$ cat src/rtl/rn_pkg.sv
package rn_pkg;
  localparam int unsigned DEF_NUM_LOG  = 8;
  localparam int unsigned DEF_NUM_PHYS = 16;

  // Step a ring pointer with wrap at an arbitrary depth
  function automatic int unsigned ring_next(input int unsigned ptr, input int unsigned depth);
    return (ptr == depth - 1) ? 0 : ptr + 1;
  endfunction
endpackage

$ cat src/rtl/rn_map_table.sv
module rn_map_table #(
  parameter int unsigned NUM_LOG = 8,
  parameter int unsigned PHYS_W  = 4,
  localparam int unsigned LOG_W  = $clog2(NUM_LOG)
) (
  input  logic              clk,
  input  logic              rst_n,
  input  logic [LOG_W-1:0]  rd_a_idx,
  input  logic [LOG_W-1:0]  rd_b_idx,
  input  logic [LOG_W-1:0]  rd_c_idx,
  output logic [PHYS_W-1:0] rd_a_val,
  output logic [PHYS_W-1:0] rd_b_val,
  output logic [PHYS_W-1:0] rd_c_val,
  input  logic              wr_en,
  input  logic [LOG_W-1:0]  wr_idx,
  input  logic [PHYS_W-1:0] wr_val
);
  logic [PHYS_W-1:0] map_q [NUM_LOG];
  logic [PHYS_W-1:0] map_d [NUM_LOG];

  // reads see the state before this cycle's write
  assign rd_a_val = map_q[rd_a_idx];
  assign rd_b_val = map_q[rd_b_idx];
  assign rd_c_val = map_q[rd_c_idx];

  always_comb begin
    map_d = map_q;
    if (wr_en) map_d[wr_idx] = wr_val;
  end

  generate
    for (genvar g = 0; g < NUM_LOG; g++) begin : g_entry
      always_ff @(posedge clk or negedge rst_n) begin
        if (!rst_n)     map_q[g] <= PHYS_W'(g);
        else if (wr_en) map_q[g] <= map_d[g];
      end
    end
  endgenerate

  // a written entry carries the written value one cycle later
  p_write_lands_r4: assert property (@(posedge clk) disable iff (!rst_n)
    wr_en |=> map_q[$past(wr_idx)] == $past(wr_val));
endmodule

$ cat src/rtl/rn_free_list.sv
module rn_free_list #(
  parameter int unsigned NUM_LOG  = 8,
  parameter int unsigned NUM_PHYS = 16,
  localparam int unsigned PHYS_W  = $clog2(NUM_PHYS),
  localparam int unsigned DEPTH   = NUM_PHYS - NUM_LOG,
  localparam int unsigned PTR_W   = (DEPTH > 1) ? $clog2(DEPTH) : 1,
  localparam int unsigned CNT_W   = $clog2(DEPTH + 1)
) (
  input  logic              clk,
  input  logic              rst_n,
  input  logic              pop,
  output logic [PHYS_W-1:0] head_val,
  output logic              empty,
  input  logic              push,
  input  logic [PHYS_W-1:0] push_val
);
  logic [PHYS_W-1:0] slot_q [DEPTH];
  logic [PHYS_W-1:0] slot_d [DEPTH];
  logic [PTR_W-1:0]  head_q, head_d, tail_q, tail_d;
  logic [CNT_W-1:0]  cnt_q, cnt_d;
  logic              do_pop;

  assign empty    = (cnt_q == '0);
  assign head_val = slot_q[head_q];
  assign do_pop   = pop && !empty;

  always_comb begin
    slot_d = slot_q;
    head_d = head_q;
    tail_d = tail_q;
    cnt_d  = cnt_q;
    if (push) begin
      slot_d[tail_q] = push_val;
      tail_d = PTR_W'(rn_pkg::ring_next(int'(tail_q), DEPTH));
    end
    if (do_pop) head_d = PTR_W'(rn_pkg::ring_next(int'(head_q), DEPTH));
    if (push && !do_pop)      cnt_d = cnt_q + 1'b1;
    else if (!push && do_pop) cnt_d = cnt_q - 1'b1;
  end

  always_ff @(posedge clk or negedge rst_n) begin
    if (!rst_n) begin
      head_q <= '0;
      tail_q <= '0;
      cnt_q  <= CNT_W'(DEPTH);
    end else begin
      if (do_pop)         head_q <= head_d;
      if (push)           tail_q <= tail_d;
      if (push || do_pop) cnt_q  <= cnt_d;
    end
  end

  generate
    for (genvar g = 0; g < DEPTH; g++) begin : g_slot
      always_ff @(posedge clk or negedge rst_n) begin
        if (!rst_n)                              slot_q[g] <= PHYS_W'(NUM_LOG + g);
        else if (push && tail_q == PTR_W'(g))    slot_q[g] <= slot_d[g];
      end
    end
  endgenerate

  // a release never lands on a full list
  p_no_overflow_r9: assert property (@(posedge clk) disable iff (!rst_n)
    push |-> (cnt_q != CNT_W'(DEPTH)) || do_pop);
  // a lone pop lowers occupancy by exactly one
  p_pop_count_r3: assert property (@(posedge clk) disable iff (!rst_n)
    (do_pop && !push) |=> cnt_q == $past(cnt_q) - 1'b1);
  // an empty list with no release keeps its head
  p_empty_hold_r7: assert property (@(posedge clk) disable iff (!rst_n)
    (empty && !push) |=> $stable(head_q) && empty);
endmodule

$ cat src/rtl/reg_rename.sv
module reg_rename #(
  parameter int unsigned NUM_LOG  = rn_pkg::DEF_NUM_LOG,
  parameter int unsigned NUM_PHYS = rn_pkg::DEF_NUM_PHYS,
  localparam int unsigned LOG_W   = $clog2(NUM_LOG),
  localparam int unsigned PHYS_W  = $clog2(NUM_PHYS)
) (
  input  logic              clk,
  input  logic              rst_n,
  input  logic              dst_we,
  input  logic [LOG_W-1:0]  dst_log,
  input  logic [LOG_W-1:0]  src_a_log,
  input  logic [LOG_W-1:0]  src_b_log,
  input  logic              rel_valid,
  input  logic [PHYS_W-1:0] rel_phys,
  output logic [PHYS_W-1:0] src_a_phys,
  output logic [PHYS_W-1:0] src_b_phys,
  output logic [PHYS_W-1:0] dst_phys,
  output logic [PHYS_W-1:0] dst_prev_phys,
  output logic              stall
);
  logic fl_empty;
  logic alloc;

  assign stall = dst_we && fl_empty;
  assign alloc = dst_we && !fl_empty;

  rn_map_table #(.NUM_LOG(NUM_LOG), .PHYS_W(PHYS_W)) map_i (
    .clk      (clk),
    .rst_n    (rst_n),
    .rd_a_idx (src_a_log),
    .rd_b_idx (src_b_log),
    .rd_c_idx (dst_log),
    .rd_a_val (src_a_phys),
    .rd_b_val (src_b_phys),
    .rd_c_val (dst_prev_phys),
    .wr_en    (alloc),
    .wr_idx   (dst_log),
    .wr_val   (dst_phys)
  );

  rn_free_list #(.NUM_LOG(NUM_LOG), .NUM_PHYS(NUM_PHYS)) free_i (
    .clk      (clk),
    .rst_n    (rst_n),
    .pop      (alloc),
    .head_val (dst_phys),
    .empty    (fl_empty),
    .push     (rel_valid),
    .push_val (rel_phys)
  );

  // stall only for instructions that write
  p_stall_needs_dst_r11: assert property (@(posedge clk) disable iff (!rst_n)
    stall |-> dst_we);
  // a stalled instruction leaves the destination mapping alone
  p_stall_keeps_map_r7: assert property (@(posedge clk) disable iff (!rst_n)
    (stall && !(dst_we && !stall)) |=> (dst_log != $past(dst_log)) ||
                                       (dst_prev_phys == $past(dst_prev_phys)));
  // the replaced mapping differs from the newly granted register
  p_prev_differs_r6: assert property (@(posedge clk) disable iff (!rst_n)
    alloc |-> dst_prev_phys != dst_phys);
endmodule

$ cat config.mk
export PLATFORM = sky130hd
export DESIGN_NAME = reg_rename
export DESIGN_NICKNAME = d
export VERILOG_FILES = /design/src/rtl/rn_pkg.sv /design/src/rtl/rn_map_table.sv /design/src/rtl/rn_free_list.sv /design/src/rtl/reg_rename.sv
export SDC_FILE = /design/constraint.sdc
export NUM_CORES = 1
export LEC_CHECK = 0
export ABC_CLOCK_PERIOD_IN_PS = 3300
export BUFFER_PORTS_ARGS = -buffer_cell sky130_fd_sc_hd__buf_2
export CAP_MARGIN = 5
export CORE_MARGIN = 10
export CORE_UTILIZATION = 60
export CTS_CLUSTER_SIZE = 25
export DETAILED_ROUTE_END_ITERATION = 7
export PLACE_DENSITY = 0.81
export SYNTH_ARGS = -nofsm -noshare
export SYNTH_HDL_FRONTEND = slang
export SYNTH_SLANG_ARGS = --single-unit
$ cat constraint.sdc
create_clock -name clk -period 3.3 [get_ports clk]
set_input_delay 0.165 -clock clk [delete_from_list [all_inputs] [get_ports clk]]
set_output_delay 0.165 -clock clk [all_outputs]
set_load 0.01 [all_outputs]
After elaboration in Yosys (flattened, before gate mapping) --
Cells that the tools add are included.
Storage, ports and cells: register bits after elaboration 74, input port bits 17, output and inout bits 17, logic and storage cells 96
Cells by class: add/sub/neg operators 4, order comparisons 7, equal/unequal tests 8, mux-type cells 22, bitwise logic cells 5, reduce and logical (&&, ||, !) cells 31
Operator list (number):
- bitwise mux 32 bit | 2
- binary-select mux 4 bit (select 3 bit) | 4
- 2-to-1 mux 4 bit | 12
- demux 4 bit (select 3 bit) | 2
- >= comparator 4 bit (second input constant) | 5
- NOT 3 -> 4 bit | 5
- AND reduction 2 bit | 9
- == test 3 bit (second input constant) | 5
- logical AND 1 bit | 15
- < comparator 4 x 1 -> 1 bit (second input constant) | 2
- adder 3 x 1 -> 3 bit (second input constant) | 2
- == test 3 x 2 -> 1 bit (second input constant) | 2
- 2-to-1 mux 3 bit | 2
- adder 4 x 1 -> 4 bit (second input constant) | 1
- logical NOT 4 bit | 1
- subtractor 4 x 1 -> 4 bit (second input constant) | 1
- == test 3 x 1 -> 1 bit (second input constant) | 1
- logical NOT 1 bit | 3
- logical NOT 3 bit | 1
- nonzero test 2 bit | 1
- logical OR 1 bit | 1

Logic depth before layout (Yosys ltp) --
word-level depth 8, depth in mapped cells 8, depth with buffers taken out 8

Hierarchy --
A second synthesis with hierarchy kept.
Second synthesis, totals: cells, all modules 271, area, all modules 4304.1 µm²
By module, submodules not included:
- rn_free_list | instances 1, cells an instance 155, area an instance 2207.1 µm², seq. area each 1077.3 µm²
- rn_map_table | instances 1, cells an instance 114, area an instance 2080.7 µm², seq. area each 815.8 µm²
- reg_rename | instances 1, cells an instance 2, area an instance 16.3 µm², seq. area each 0.0 µm²

Least setup slack after synthesis --
Ideal clock, no wire load.
path type register to register, start point reg free_i.cnt_q[0], end point reg free_i.cnt_q[3], library setup time 0.092 ns, data arrival time 2.300 ns, required time 3.208 ns, slack 0.908 ns, cell stages (with the launch flop) 8, buffers on the path 0, clock period less this slack 2.392 ns, cells stage by stage dfrtp_1 > o41ai_4 > ha_1 > inv_1 > ha_1 > a21o_1 > a2111oi_0 > o31ai_1
On the way: longest elaborated chain between the ends 8, elaborated cells on any way between the ends 14, classes of those cells 2 x add/sub; 2 x mux; 10 x reduce/logical
Ends and longest elaborated chain:
- start, declared | RTL line rn_free_list.sv:20 | logic [CNT_W-1:0] cnt_q, cnt_d;
- start signal, assigned | RTL line rn_free_list.sv:45 | cnt_q <= CNT_W'(DEPTH);
- start signal, assigned | RTL line rn_free_list.sv:49 | if (push || do_pop) cnt_q <= cnt_d;
- logical NOT 4 bit | RTL line rn_free_list.sv:23 | assign empty = (cnt_q == '0);
- logical NOT 1 bit | RTL line rn_free_list.sv:25, reg_rename.sv:25
- logical AND 1 bit | RTL line reg_rename.sv:25 | assign alloc = dst_we && !fl_empty;
- logical AND 1 bit | RTL line rn_free_list.sv:25 | assign do_pop = pop && !empty;
- logical NOT 1 bit | RTL line rn_free_list.sv:37 | if (push && !do_pop) cnt_d = cnt_q + 1'b1;
- logical AND 1 bit | RTL line rn_free_list.sv:37
- nonzero test 2 bit (no source line)
- AND reduction 2 bit (no source line)
Several ways; a longest one is shown, not always the timed one. The select of a mux whose other input is x is not followed. A chain may end at the register's enable or synchronous reset.

Worst setup path in the final report --
Same ends and word-level chain as after synthesis.

==> results.toml <==
[status]
status = "finished, final reports clean"

[floorplan]
die_h_um = 104.3
start_util_pct = 62.11
fp.coreArea_um2 = 6869
num_rows = 30
die_area_um2 = 10880
dieWidth_um = 104.3
ioPinCount = 34

[synth]
ys_types = 45
yosys_most_used_dff = "dfrtp_1"
yosysMostFrequentCell = "mux2_2"
synth_top_area_share_pct = 24.05
syn_inst = 296
netlist_area_um2 = 4267
synth_fp_nets = 325
synth-edff-count = 0
synthTopCellsByArea = "dfrtp_1 (24%), dfstp_2 (20%), mux2_2 (17%)"
yosysWarnings = 0
synth_top_cell_by_area = "dfrtp_1"
avgSynthCellArea_um2 = 14.41
synth-seq-area-share_pct = 44.37
async_flop_share_pct = 100.0
yosys-top-cells-count = "mux2_2 (65), dfrtp_1 (41), dfstp_2 (33), mux4_2 (18), nand2_1 (17)"
ys_ff_latch = 74

[power_and_ir_drop]
p_seq_share_pct = 43.6
cellLeakagePower_nw = 2.078
power_frac_comb_pct = 38.3
intPower_mw = 2.707
powerDensity_nw_per_um2 = 880.5
p_clk_share_pct = 18.1
switching_share_pct = 34.50
peakVddDrop_mv = 0.5208
netSwitchingPower_mw = 1.426
power.total_mw = 4.133

[critical_path]
path_delay_family = "compound AO/OA/AOI/OAI gates"
cp_max_fo = 9
cp-end-kind = "flip-flop"
worst-r2r-setup-slack_ns = 0.65
cp_common_cell = "ha_1"
cp_slowest_stage_delay_ns = 0.61
worstPathArrival_ns = 2.94
worstSetupPathType = "flip-flop to flip-flop"
regToRegEndpoint = "free_i.cnt_q[3]"
crit_chain = "o41ai_4 -> ha_1 -> inv_1 -> ha_1 -> a21o_1 -> a2111oi_0 -> o31ai_1"
critPathLaunchType = "flip-flop"
cp_num_buf_inv = 1
reg2reg_depth = 7
required_ns = 3.58
cp_slowest_cell = "o41ai_4"
worstReg2RegStart = "free_i.cnt_q[0]"

[drt]
drt_iter0_markers = 132
route.antenna.remaining_nets = 0
route.detailed.drc = 0
dr.pass1.iters = 4
drt-wirelength-per-cell_um = 21.32
wirelength_met1_um = 3760
met2_length_um = 4630
finalWirelength_um = 9146
routed.top_layer = "met4"
met3WireLength_um = 544
num_vias = 2684
viasPerCell = 6.256

[timing]
worst_pin_slew_ns = 0.9301
period_minus_slack_ns = 2.654
final_max_slew_viol_count = 0
max_freq_ghz = 0.3768
relSlewSlack_pct = 37.99
finalSetupViolCount = 0
min_period_over_period_pct = 80.42
grt_setup_unrepaired = "false"
finalSetupTns_ns = 0
skew_ns = 0.01127
finalHoldViolCount = 0

[hold_path]
hold_class = "input pin to asynchronous set/reset pin"

[cts]
cts_buffers = 9
cts_htree_levels = 3
cts_setup_buffers = 0
clkTransAtPathRegs_ns = 0.08
cts_sinks = 74
cts_hold_buf = 0
cts-root-buf = "clkbuf_8"
insertion_delay_ns = 0.36
cts_resized = 0
cts_buffer_depth = 2
cts_tree = "built"

[cells_and_area]
fin_area_um2 = 4695
nets = 357
antennaDiodeCount = 0
fill_cells = 459
area_growth_pct = 10.03
layout-drive-gt1-share_pct = 56.76

[placement]
placed_area_um2 = 4489
gp_congestion = 0.8467
hpwlAfterDp_um = 6402
io_buffers = 33

[global_route]
track_usage_pct = 17.33
grt_pass1_wl_um = 15140
grt_max_degree = 75
grt_pass1_vias = 2882
grt_antenna_before_repair = 0
grt_overflow_total = 0

[flow_run]
drv_cap = 0
worst max-delay path by stage:
stage | start | endpoint | depth (start not counted)
final | free_i.cnt_q[0] | free_i.cnt_q[3] | 7
after global routing | free_i.cnt_q[0] | free_i.cnt_q[3] | 7
after CTS | free_i.cnt_q[0] | free_i.cnt_q[3] | 7
after detailed placement | free_i.cnt_q[0] | free_i.cnt_q[3] | 7
after global placement | free_i.cnt_q[0] | free_i.cnt_q[3] | 7
after floorplan | free_i.cnt_q[0] | free_i.cnt_q[3] | 7
cell type report:
cell class	count	area [um2]	share of cell area, %
multi-input combinational	202	2273	48.43
sequential	74	1893	40.33
timing repair buffer	35	180.2	3.838
clock buffer	9	123.9	2.639
tap	96	120.1	2.559
clock inverter	7	81.33	1.732
inverter	6	22.52	0.4797
cells by family after synthesis:
| group | synth area share, % |
|---|---|
| adder cells (fa/ha/maj) | 3.695 |
| buffers and inverters | 2.346 |
| flip-flops | 44.37 |
| multiplexers | 37.68 |
| XOR/XNOR | 0.4106 |
| AO/OA/AOI/OAI | 4.604 |
| AND/OR/NAND/NOR | 6.892 |
state kept, by name (all words and copies together) (netlist names):
| name | cells |
|---|---|
| free_i.tail_q | 3 |
| free_i.slot_q | 32 |
| free_i.cnt_q | 4 |
| free_i.head_q | 3 |
| map_i.map_q | 32 |
worst register-to-register path, cell delays in order (launching register included):
cell       delay [ns]
dfrtp_1          0.48
o41ai_4          0.61
ha_1             0.32
inv_1            0.14
ha_1             0.29
a21o_1           0.21
a2111oi_0        0.40
o31ai_1          0.13
through the flow:
step | utilization, % | hold WS, ns | setup WS (ns) | instances
after detailed placement | 65.36 | 0.4387 | 0.6152 | 413
after global routing | 68.34 | 0.1040 | 0.4367 | 429
after global placement | 65.36 | 0.4417 | 0.7960 | 413
after floorplan | - | -0.1306 | 0.9078 | 296
final | 68.34 | 0.01380 | 0.6461 | 429
after CTS | 68.34 | 0.06324 | 0.6295 | 429
power groups by stage:
stage	Clock [mW]	Combinational, mW	Sequential [mW]
2_1_floorplan	0	1.30	1.63
4_1_cts	0.754	1.60	1.80
3_5_place_dp	0	1.59	1.81
6_report	0.747	1.58	1.80
3_3_place_gp	0	1.51	1.77
5_1_grt	0.794	1.74	1.86
routing by layer:
metal  vias up  global-route usage, %
li1       1203                      -
met3        17                  4.151
met2        87                  28.56
met5         -                      0
met1      1377                  20.90
met4         0                  7.952
placed cells by master, fill, tap and decap left out, types with 2 or more instances in the layout:
master    instances
mux2_2           65
dfrtp_1          41
dfstp_2          33
buf_2            33
mux4_2           18
nand2_1          17
mux2_4           16
ha_1             11
nor2_1            9
clkbuf_8          9
mux4_1            8
nand3_1           7
inv_1             6
o21ai_0           5
a221oi_1          4
nor3_1            4
inv_6             4
nor2b_1           3
and3_1            3
and2_1            2
o22ai_1           2
a31oi_1           2
a21o_1            2
mux2i_1           2
a21oi_1           2
xnor2_1           2
nor3_4            2
buf_4             2
(Power assumes the default switching activity.)
